<file path="config.mk">
export PLATFORM = sky130hd
export DESIGN_NAME = sect_read_guard
export DESIGN_NICKNAME = d
export VERILOG_FILES = /design/src/rtl/sgd_pkg.sv /design/src/rtl/sgd_addr_ctr.sv /design/src/rtl/sgd_sect_match.sv /design/src/rtl/sgd_out_stage.sv /design/src/rtl/sect_read_guard.sv
export SDC_FILE = /design/constraint.sdc
export NUM_CORES = 1
export LEC_CHECK = 0
export ABC_CLOCK_PERIOD_IN_PS = 1910
export CAP_MARGIN = 20
export CORE_ASPECT_RATIO = 1.4
export CORE_UTILIZATION = 56
export DETAILED_ROUTE_END_ITERATION = 10
export DONT_BUFFER_PORTS = 1
export PLACE_DENSITY = 0.81
export SYNTH_ARGS = -nofsm -noshare
export SYNTH_HDL_FRONTEND = slang
export SYNTH_SLANG_ARGS = --single-unit
</file>
<file path="constraint.sdc">
create_clock -name clk -period 1.91 [get_ports clk]
set_clock_uncertainty 0.1 [all_clocks]
set_input_delay 0.191 -clock clk [delete_from_list [all_inputs] [get_ports clk]]
set_output_delay 0.191 -clock clk [all_outputs]
set_load 0.1 [all_outputs]
</file>
<file path="src/rtl/sgd_pkg.sv">
// Package: shared types for the suspended-sector read guard.
// Assumes: at most two suspend records (program and erase).
package sgd_pkg;

    // Which suspend record(s) claim the presented address.
    typedef enum logic [1:0] {
        SRC_NONE  = 2'b00,
        SRC_PROG  = 2'b01,
        SRC_ERASE = 2'b10,
        SRC_BOTH  = 2'b11
    } hit_src_t;

    // Fold the two per-record hit bits into a source code.
    function automatic hit_src_t fold_hits(input logic prog_hit, input logic erase_hit);
        return hit_src_t'({erase_hit, prog_hit});
    endfunction

endpackage

</file>
<file path="src/rtl/sgd_addr_ctr.sv">
// Module: read address counter for one burst.
// Loads a start address, steps by one per strobe, wraps at the top of the
// array. Assumes: load has priority over step; synchronous active-low reset.
module sgd_addr_ctr #(
    parameter int ADDR_W = 24
) (
    input  logic              clk,
    input  logic              rst_n,
    input  logic              load,
    input  logic [ADDR_W-1:0] load_addr,
    input  logic              step,
    output logic [ADDR_W-1:0] addr
);

    localparam logic [ADDR_W-1:0] ADDR_ONE = ADDR_W'(1);

    // Purpose: hold, load or advance the current address.
    always_ff @(posedge clk) begin
        if (!rst_n)
            addr <= '0;
        else if (load)
            addr <= load_addr;
        else if (step)
            addr <= addr + ADDR_ONE;
    end

    AST_LOAD_WINS: assert property (@(posedge clk) disable iff (!rst_n)
        load |=> (addr == $past(load_addr)));

    AST_HOLD_IDLE: assert property (@(posedge clk) disable iff (!rst_n)
        (!load && !step) |=> $stable(addr));

    AST_WRAP_ZERO: assert property (@(posedge clk) disable iff (!rst_n)
        (step && !load && (addr == '1)) |=> (addr == '0));

endmodule

</file>
<file path="src/rtl/sgd_sect_match.sv">
// Module: compare the sector of an address with one suspend record.
// Assumes: sector index is the address bits from SECT_LOG2 upward; a record
// with its valid flag low never matches.
module sgd_sect_match #(
    parameter int ADDR_W    = 24,
    parameter int SECT_LOG2 = 16
) (
    input  logic                        rst_n,
    input  logic                        clk,
    input  logic [ADDR_W-1:0]           addr,
    input  logic                        sus_valid,
    input  logic [ADDR_W-SECT_LOG2-1:0] sus_sect,
    output logic                        hit
);

    localparam int SECT_W = ADDR_W - SECT_LOG2;

    logic [SECT_W-1:0] cur_sect;

    // Purpose: extract the sector index and compare with the record.
    always_comb begin
        cur_sect = addr[ADDR_W-1:SECT_LOG2];
        hit      = sus_valid && (cur_sect == sus_sect);
    end

    AST_INVALID_QUIET: assert property (@(posedge clk) disable iff (!rst_n)
        !sus_valid |-> !hit);

endmodule

</file>
<file path="src/rtl/sgd_out_stage.sv">
// Module: output register that keeps the byte and its mask aligned.
// Assumes: array byte and hit source both refer to the same address in the
// same cycle; FILL stands in for undefined data.
module sgd_out_stage
    import sgd_pkg::*;
#(
    parameter int               DATA_W = 8,
    parameter logic [DATA_W-1:0] FILL  = 8'hFF
) (
    input  logic              clk,
    input  logic              rst_n,
    input  logic [DATA_W-1:0] arr_data,
    input  hit_src_t          src,
    output logic [DATA_W-1:0] data_q,
    output logic              fill_q
);

    logic masked;

    // Purpose: any claiming record masks the byte.
    always_comb masked = (src != SRC_NONE);

    // Purpose: register the guarded byte together with its filler flag.
    always_ff @(posedge clk) begin
        if (!rst_n) begin
            data_q <= '0;
            fill_q <= 1'b0;
        end else begin
            data_q <= masked ? FILL : arr_data;
            fill_q <= masked;
        end
    end

    AST_MASK_GIVES_FILL: assert property (@(posedge clk) disable iff (!rst_n)
        (src != SRC_NONE) |=> (fill_q && (data_q == FILL)));

    AST_CLEAR_PASSES: assert property (@(posedge clk) disable iff (!rst_n)
        (src == SRC_NONE) |=> (!fill_q && (data_q == $past(arr_data))));

endmodule

</file>
<file path="src/rtl/sect_read_guard.sv">
// Module: top of the suspended-sector read data guard.
// Steps the read address, checks each address against the program and erase
// suspend records, and replaces bytes of suspended sectors with FILL.
// Assumes: arr_byte reflects rd_addr in the same cycle; suspend records are
// live inputs and are evaluated on every address.
module sect_read_guard
    import sgd_pkg::*;
#(
    parameter int                ADDR_W    = 24,
    parameter int                SECT_LOG2 = 16,
    parameter int                DATA_W    = 8,
    parameter logic [DATA_W-1:0] FILL      = 8'hFF
) (
    input  logic                        clk,
    input  logic                        rst_n,
    input  logic                        rd_load,
    input  logic [ADDR_W-1:0]           rd_start_addr,
    input  logic                        rd_step,
    output logic [ADDR_W-1:0]           rd_addr,
    input  logic [DATA_W-1:0]           arr_byte,
    input  logic                        prog_sus_valid,
    input  logic [ADDR_W-SECT_LOG2-1:0] prog_sus_sect,
    input  logic                        erase_sus_valid,
    input  logic [ADDR_W-SECT_LOG2-1:0] erase_sus_sect,
    output logic [DATA_W-1:0]           out_byte,
    output logic                        out_fill
);

    localparam int SECT_W = ADDR_W - SECT_LOG2;
    localparam int N_REC  = 2;

    logic [N_REC-1:0]  rec_valid;
    logic [SECT_W-1:0] rec_sect [N_REC];
    logic [N_REC-1:0]  rec_hit;
    hit_src_t          src;

    // Purpose: gather the two suspend records into indexed form.
    always_comb begin
        rec_valid   = {erase_sus_valid, prog_sus_valid};
        rec_sect[0] = prog_sus_sect;
        rec_sect[1] = erase_sus_sect;
    end

    sgd_addr_ctr #(.ADDR_W(ADDR_W)) u_ctr (
        .clk       (clk),
        .rst_n     (rst_n),
        .load      (rd_load),
        .load_addr (rd_start_addr),
        .step      (rd_step),
        .addr      (rd_addr)
    );

    for (genvar g = 0; g < N_REC; g++) begin : g_rec
        sgd_sect_match #(.ADDR_W(ADDR_W), .SECT_LOG2(SECT_LOG2)) u_match (
            .rst_n     (rst_n),
            .clk       (clk),
            .addr      (rd_addr),
            .sus_valid (rec_valid[g]),
            .sus_sect  (rec_sect[g]),
            .hit       (rec_hit[g])
        );
    end

    // Purpose: encode which records claim the current address.
    always_comb src = fold_hits(rec_hit[0], rec_hit[1]);

    sgd_out_stage #(.DATA_W(DATA_W), .FILL(FILL)) u_out (
        .clk      (clk),
        .rst_n    (rst_n),
        .arr_data (arr_byte),
        .src      (src),
        .data_q   (out_byte),
        .fill_q   (out_fill)
    );

    AST_ERASE_MASKS: assert property (@(posedge clk) disable iff (!rst_n)
        (erase_sus_valid && (rd_addr[ADDR_W-1:SECT_LOG2] == erase_sus_sect))
        |=> (out_fill && (out_byte == FILL)));

    AST_FLAG_MEANS_FILL: assert property (@(posedge clk) disable iff (!rst_n)
        out_fill |-> (out_byte == FILL));

endmodule

</file>
# == Word level (Yosys, flattened, before mapping) ==
# Cells that the tools add are included.
# op_classes
n_addsub,1
mux,3
n_reduce_logical,4
n_eq_ne,2
# ops
cell,count
$mux 24,2
$add 24x1->24 const B,1
$eq 8x8->1,2
$mux 8,1
$reduce_bool 2->1,2
$logic_and 1x1->1,2
# totals
reg_bits,33
out_inout_bits,33

# == Longest topological paths before layout ==
# Gate-level depths: netlist (run 1).
# logic_depth
word_depth,4
ltp_mapped,5

# == By module ==
# A second synthesis (run 1) with hierarchy kept.
# unflattened
hier_cells,209
hier_area_um2,1805.5
# modules_own_cells
mod,area_per_inst_um2,cells_per_inst,n_inst
sgd_addr_ctr,1333.8,164,1
sgd_out_stage,281.5,21,1
sgd_sect_match,95.1,12,2

# == Worst setup path before layout (run 1) ==
# No wires, ideal clock.
# synth_timing
kind,register -> register
start,register u_ctr.addr[3]
end,register u_ctr.addr[19]
stages_incl_launch_ff,5
setup_ns,0.075
synth_period_minus_slack_ns,2.550
slack_ns,-0.640
arrival_time_ns,2.375
cell_sequence,dfxtp_1 nand4_4 or4_4 or3_1 a31oi_1
# synth_between
elab_chain_len,3
# synth_rtl
item,line_no,rtl
"start, declared",sgd_addr_ctr.sv:12,output logic [ADDR_W-1:0] addr
"start signal, assigned",sgd_addr_ctr.sv:22,addr <= load_addr;
"start signal, assigned",sgd_addr_ctr.sv:24,addr <= addr + ADDR_ONE;
$add 24x1->24,sgd_addr_ctr.sv:24,
$mux 24,sgd_addr_ctr.sv:23,else if (step)
$mux 24,sgd_addr_ctr.sv:21,else if (load)
# No other way between the ends. The select of a mux whose other input is x is not followed.
# A chain may end at the register's enable or synchronous reset.

# == Final worst setup path (run 1) ==
# layout_timing
start,register u_ctr.addr[6]
end,register u_ctr.addr[19]
# The elaborated chain is that of the path after synthesis.

==> results of run 1 <==
metrics by stage:
stage / cell area (um^2) / TNS, ns / setup WS (ns)
2_1_floorplan: 1860 / -0.0413 / -0.0390
3_3_place_gp: 2110 / 0 / 0.189
3_5_place_dp: 2110 / 0 / 0.119
4_1_cts: 2430 / 0 / 0.0735
5_1_grt: 2450 / 0 / 0.00815
6_report: 2450 / 0 / 0.0966
where the power goes:
group,leakage [uW],internal [uW],switching (uW)
combinational,0.000588,152,436
sequential,0.000287,728,56.2
clock,0.0000542,325,255
total,0.000930,1210,747
cells by family after synthesis:
logic type / share of synthesized area
adders and majority gates: 0.00714
buffers and inverters: 0.0493
muxes: 0.0171
xor gates and xnor gates: 0.145
and+or+nand+nor: 0.219
AOI/OAI and AO/OA: 0.186
DFF: 0.377
placed cells by master (no fill, tap or decap), drive strengths merged:
cell type / n
nand4: 12
clkinv: 3
xor2: 16
dlygate4sd3: 23
nor4: 5
o21ai: 23
mux2i: 3
nor2: 8
nand2: 9
a211oi: 3
a31oi: 17
inv: 10
clkbuf: 7
nand3: 8
and4: 5
xnor2: 13
dfxtp: 33
buf: 36
and3: 2
ha: 1
o31ai: 3
a311oi: 1
or4: 4
nor3: 3
a21oi: 10
or3: 8
worst max path at each step:
stage / startpoint / to / slack, ns / cells past startpoint
2_1_floorplan: u_ctr.addr[2]$_SDFFE_PN0P_ / u_ctr.addr[19]$_SDFFE_PN0P_ / -0.04 / 4
4_1_cts: u_ctr.addr[6]$_SDFFE_PN0P_ / u_ctr.addr[19]$_SDFFE_PN0P_ / 0.07 / 4
5_1_grt: u_ctr.addr[6]$_SDFFE_PN0P_ / u_ctr.addr[19]$_SDFFE_PN0P_ / 0.008 / 4
3_5_place_dp: u_ctr.addr[6]$_SDFFE_PN0P_ / u_ctr.addr[19]$_SDFFE_PN0P_ / 0.12 / 4
6_report: u_ctr.addr[6]$_SDFFE_PN0P_ / u_ctr.addr[19]$_SDFFE_PN0P_ / 0.1 / 4
3_3_place_gp: u_ctr.addr[6]$_SDFFE_PN0P_ / u_ctr.addr[19]$_SDFFE_PN0P_ / 0.19 / 4
worst max-delay path, stage by stage, from the launching register on:
cell and delay (ns):
dfxtp_4 0.38, nand4_1 0.18, or4_4 0.55, or3_1 0.37, a31oi_1 0.16
routing by layer:
layer,track usage,vias up,share of wire
met2,0.676,81,0.55
met1,0.298,873,0.35
met5,0,-,0
li1,-,891,-
met3,0.102,18,0.073
met4,0.191,0,0.036
what timing repair did:
item	in CTS	in global routing
setup endpoints to repair	0	4
hold buffers	22	1
gates resized for setup	0	2
buffers inserted	0	1
hold endpoints to repair	30	1
final cells by class:
type / count / area [um^2]
Sequential cell: 33 / 741
Clock inverter: 1 / 5.00
Tap cell: 37 / 46.3
Fill cell: 174 / 454
Timing Repair Buffer: 59 / 500
Multi-Input combinational cell: 154 / 1020
Inverter: 12 / 45.0
Clock buffer: 7 / 96.3
registers in the layout (all words and copies together) (netlist names):
name and cells:
u_out.data_q 8, u_ctr.addr 24, u_out.fill_q 1
==> impl_metrics.py, run 1 <==
metrics = {
    "global_routing": {
        "wire_length_of_the_first_global_routing_pass_um": 8350,
        "first_global_vias": 1885,
        "gr-total-overflow": 0,
        "gr-usage-all-layers": 0.339,
        "grt_antenna_before_repair": 0,
        "largest_net_degree_at_the_start_of_global_routing": 44,
    },
    "cells_and_area": {
        "drive_gt1_frac": 0.286,
        "finish.cell_count_without_fillers": 303,
        "nets": 320,
        "antennaDiodeCount": 0,
        "finalCoreUtilization": 0.844,
        "synthToLayoutAreaGrowth_pct": 39.9,
    },
    "floorplanning": {
        "ioPinCount": 87,
        "dieArea_mm2": 0.00336,
        "die_w_um": 49.3,
        "die_height_um": 68.2,
        "floorplan.core_area_mm2": 0.00291,
        "floorplan.initialDensity": 0.603,
        "core.rowCount": 23,
    },
    "routing": {
        "drcViolationCount": 0,
        "via_count": 1863,
        "routed_wl_per_cell_um": 17.9,
        "dr.pass1.iters": 4,
        "via_density": 6.15,
        "ant_nets": 0,
        "dr.first_iter.drc_count": 63,
        "routed_wl_um": 5430,
    },
    "power": {
        "power.density_cell_area_mw_per_mm2": 796,
        "power.static_leakage_uw": 0.000930,
        "power_uw": 1950,
        "vdd_ir_drop_max_uv": 1150,
    },
    "logic_synthesis": {
        "post_synth_net_total": 263,
        "synth.cells.most_frequent": "dfxtp_1 (33), o21ai_0 (23), a31oi_1 (17)",
        "ys.flop_type": "dfxtp_1",
        "syn_area_mm2": 0.00175,
        "synth_enable_flop_cells": 0,
        "syn_area_per_cell_um2": 8.43,
        "netlist.area_leader.share": 0.377,
        "ys_top_cells_by_area": "dfxtp_1 (38%), xor2_1 (8.0%), o21ai_0 (6.6%)",
        "async_reset_ff_frac": 0,
        "synth_seq_cells": 33,
        "synth_area_leader_cell": "dfxtp_1",
        "yosys_warnings": 0,
        "synthesis.instances": 208,
        "synth.lib_cells_used.distinct": 29,
        "synth.most_common_cell": "dfxtp_1",
        "yosysSeqAreaShare": 0.377,
    },
    "min_path": {
        "hold_depth": 2,
        "timing.hold.worst.start": "rd_start_addr[8]",
        "hold_path_end": "u_ctr.addr[8]$_SDFFE_PN0P_",
        "worst_hold_path_type": "primary input to flip-flop",
    },
    "clock_tree": {
        "worstSkewPairLatency_ns": 0.29,
        "clock_tree_from_tritoncts": "yes",
        "cts_root_buffer": "clkbuf_8",
        "clkTransAtPathRegs_ns": 0.07,
        "cts_buffers": 5,
        "htree_depth": 2,
        "max-clock-path-buffers": 2,
        "clock_sinks": 33,
    },
    "sta": {
        "tightest_slew_ns": 0.491,
        "layout_min_cycle_time_ns": 1.81,
        "drv_slew": 0,
        "rsz0062_at_grt": "false",
        "period_utilisation_layout": 0.949,
        "maxClockFrequency_mhz": 551,
        "worst_slew_margin_rel": 0.671,
        "setup-violations-final": 0,
        "timing_hold_violations_final": 1,
        "holdWs_ns": -0.00203,
    },
    "place": {
        "finalWeightedCongestion": 0.843,
        "place.detailed.instances": 271,
        "io_buffers": 0,
        "dpl.hpwl_um": 3480,
    },
    "setup_path": {
        "endpoint_kind": "flip-flop",
        "timing.critical_path.required_ns": 2.02,
        "launch_instance_of_the_worst_register_to_register_path": "u_ctr.addr[6]$_SDFFE_PN0P_",
        "setup.worst_path.class": "flip-flop to flip-flop",
        "critical_path_arrival_ns": 1.92,
        "worstRegToRegCells": 4,
        "worstSetupStartpointType": "flip-flop",
        "timing.critical_path.fanout_max": 8,
        "ff2ff_setup_slack_ns": 0.1,
        "regToRegEndpoint": "u_ctr.addr[19]$_SDFFE_PN0P_",
    },
    "outcome": {
        "status": "finished, violations left",
        "failed_checks": "negative hold slack",
    },
    "flow_run": {
        "max_cap_viol_count": 0,
    },
}
Power figures use the tool's default switching activity.
==> run 2: changes to the inputs <==
--- a/config.mk
+++ b/config.mk
@@ -5,9 +5,10 @@
 export SDC_FILE = /design/constraint.sdc
 export NUM_CORES = 1
 export LEC_CHECK = 0
+export ABC_AREA = 0
 export ABC_CLOCK_PERIOD_IN_PS = 1910
 export CAP_MARGIN = 20
-export CORE_ASPECT_RATIO = 1.4
+export CORE_ASPECT_RATIO = 1.5
 export CORE_UTILIZATION = 56
 export DETAILED_ROUTE_END_ITERATION = 10
 export DONT_BUFFER_PORTS = 1
==> run 2 against run 1 <==
  * The run still ends with negative hold slack left
  * Sequential cell count stayed put
  * Combinational power is 0.9% lower
  * Setup slack worse by 0.0034 ns
  * Cell area is 1.6% higher
  * Sequential share of layout area is 0.49 points lower
  * Clock power is 19% higher
  * Global-route usage is 0.079 points higher
  * Critical path type unchanged
==> impl_metrics.py, run 2 (synthesis gave the netlist of run 1 again) <==
metrics = {
    "floorplanning": {
        "dieArea_mm2": 0.00336,
        "die_height_um": 70.5,
        "core.rowCount": 24,
        "floorplan.core_area_mm2": 0.00294,
        "floorplan.initialDensity": 0.596,
        "die_w_um": 47.7,
        "ioPinCount": 87,
    },
    "sta": {
        "worst_slack_setup_final_ns": 0.0932,
        "drv_slew": 0,
        "worst_slew_margin_rel": 0.666,
        "rsz0062_at_grt": "false",
        "holdWs_ns": -0.00877,
        "setup-violations-final": 0,
        "maxClockFrequency_mhz": 550,
        "tightest_slew_ns": 0.499,
        "period_utilisation_layout": 0.951,
        "timing_hold_violations_final": 1,
        "layout_min_cycle_time_ns": 1.82,
    },
    "setup_path": {
        "critical_path_arrival_ns": 1.93,
        "critPathSlowestCell": "or4_4",
        "endpoint_kind": "flip-flop",
        "setup.worst_path.class": "flip-flop to flip-flop",
        "timing.critical_path.required_ns": 2.02,
        "worstSetupStartpointType": "flip-flop",
        "worstPathCellList": "nand4_1 > or4_4 > or3_1 > a31oi_1",
        "slowest_delay_ns": 0.54,
        "timing.critical_path.fanout_max": 8,
    },
    "cells_and_area": {
        "nets": 323,
        "antennaDiodeCount": 0,
        "layout.cells.most_common": "buf_4",
        "finalInstanceArea_mm2": 0.00249,
        "largest_register_ffs": 24,
        "reg_top3": "u_ctr.addr: 24 flops, u_out.data_q: 8 flops, u_out.fill_q: 1 flops",
        "commonest_cells_after_routing_fill_and_taps_aside": "buf_4 (39), o21ai_0 (23), dlygate4sd3_1 (23)",
        "synthToLayoutAreaGrowth_pct": 42.2,
        "register_name_with_the_most_flops": "u_ctr.addr",
        "drive_gt1_frac": 0.286,
    },
    "place": {
        "dpl.hpwl_um": 3430,
        "post_dp_cell_area_mm2": 0.00211,
        "place_worst_setup_slack_ns": 0.103,
        "finalWeightedCongestion": 0.886,
        "io_buffers": 0,
    },
    "routing": {
        "via_density": 6.12,
        "via_count": 1886,
        "dr.first_iter.drc_count": 48,
        "ant_nets": 0,
        "dr.pass1.iters": 4,
        "routed_wl_per_cell_um": 17.6,
        "routed_wl_um": 5420,
        "drcViolationCount": 0,
    },
    "clock_tree": {
        "clock_tree_from_tritoncts": "yes",
        "clkTransAtPathRegs_ns": 0.08,
        "htree_depth": 2,
        "clock_sinks": 33,
        "worstSkewPairLatency_ns": 0.30,
        "cts_buffers": 5,
        "max-clock-path-buffers": 2,
        "cts_root_buffer": "clkbuf_8",
    },
    "power": {
        "vdd_ir_drop_max_uv": 687,
        "power.static_leakage_uw": 0.000957,
        "power.density_cell_area_mw_per_mm2": 827,
    },
    "min_path": {
        "worst_hold_path_type": "primary input to flip-flop",
    },
    "global_routing": {
        "grt_antenna_before_repair": 0,
        "largest_net_degree_at_the_start_of_global_routing": 44,
        "gr-usage-all-layers": 0.340,
        "gr-total-overflow": 0,
        "wire_length_of_the_first_global_routing_pass_um": 8100,
        "first_global_vias": 1813,
    },
    "flow_run": {
        "max_cap_viol_count": 0,
    },
    "outcome": {
        "failed_checks": "negative hold slack",
        "status": "finished, violations left",
    },
}
run 2: changes by cell type in the layout (fill, tap and decap cells not counted), sizes merged:
| cell | change |
|---|---|
| buf | +3 |
run 2: report_power, final:
group          leakage (uW)  switching, uW  internal, uW
logic              0.000605            431           152
clock network     0.0000645            278           413
registers          0.000287           59.7           728
total              0.000957            769          1290
run 2: repair_timing:
item / CTS / global route
setup buffers: 0 / 4
gates resized for setup: 0 / 0
hold buffers: 23 / 0
endpoints found under the setup margin: 0 / 2
hold endpoints to repair: 32 / 0
run 2: per-stage QoR:
stage	util	hold WS, ns	total power [uW]	setup TNS (ns)	instances
3_5_place_dp	0.716	0.229	1330	0	273
4_1_cts	0.837	0.00117	2050	0	304
2_1_floorplan	-	0.217	1240	-0.0413	208
3_3_place_gp	0.716	0.222	1320	0	273
6_report	0.847	-0.00877	2060	0	308
5_1_grt	0.847	0.00658	2120	0	308
run 2: worst paths after layout:
check | from | cells past startpoint | slack (ns) | endpoint
hold reg to reg | u_ctr.addr[22]$_SDFFE_PN0P_ | 2 | 0.45 | u_ctr.addr[22]$_SDFFE_PN0P_
setup / recovery | u_ctr.addr[6]$_SDFFE_PN0P_ | 4 | 0.09 | u_ctr.addr[19]$_SDFFE_PN0P_
hold / removal | rd_step | 3 | -0.009 | u_ctr.addr[0]$_SDFFE_PN0P_
setup reg to reg | u_ctr.addr[6]$_SDFFE_PN0P_ | 4 | 0.09 | u_ctr.addr[19]$_SDFFE_PN0P_
run 2: area by class of cell:
class | count | area [um^2]
Clock buffer | 7 | 119
Clock inverter | 1 | 5.00
Fill cell | 172 | 450
Inverter | 12 | 45.0
Multi-Input combinational cell | 154 | 1010
Sequential cell | 33 | 741
Tap cell | 39 | 48.8
Timing Repair Buffer | 62 | 523
run 2: worst max-delay path: cells and delay by family, from the launching register on:
family           cells  cell delay (ns)
flip-flops           1             0.39
AO/OA/AOI/OAI        1             0.16
AND/OR/NAND/NOR      3             1.08
run 2: metal layers:
metal	part of all wire	GRT usage	vias up
met4	0.032	0.179	0
met2	0.56	0.590	99
met1	0.33	0.313	879
li1	-	-	893
met3	0.072	0.134	15
met5	0	0	-
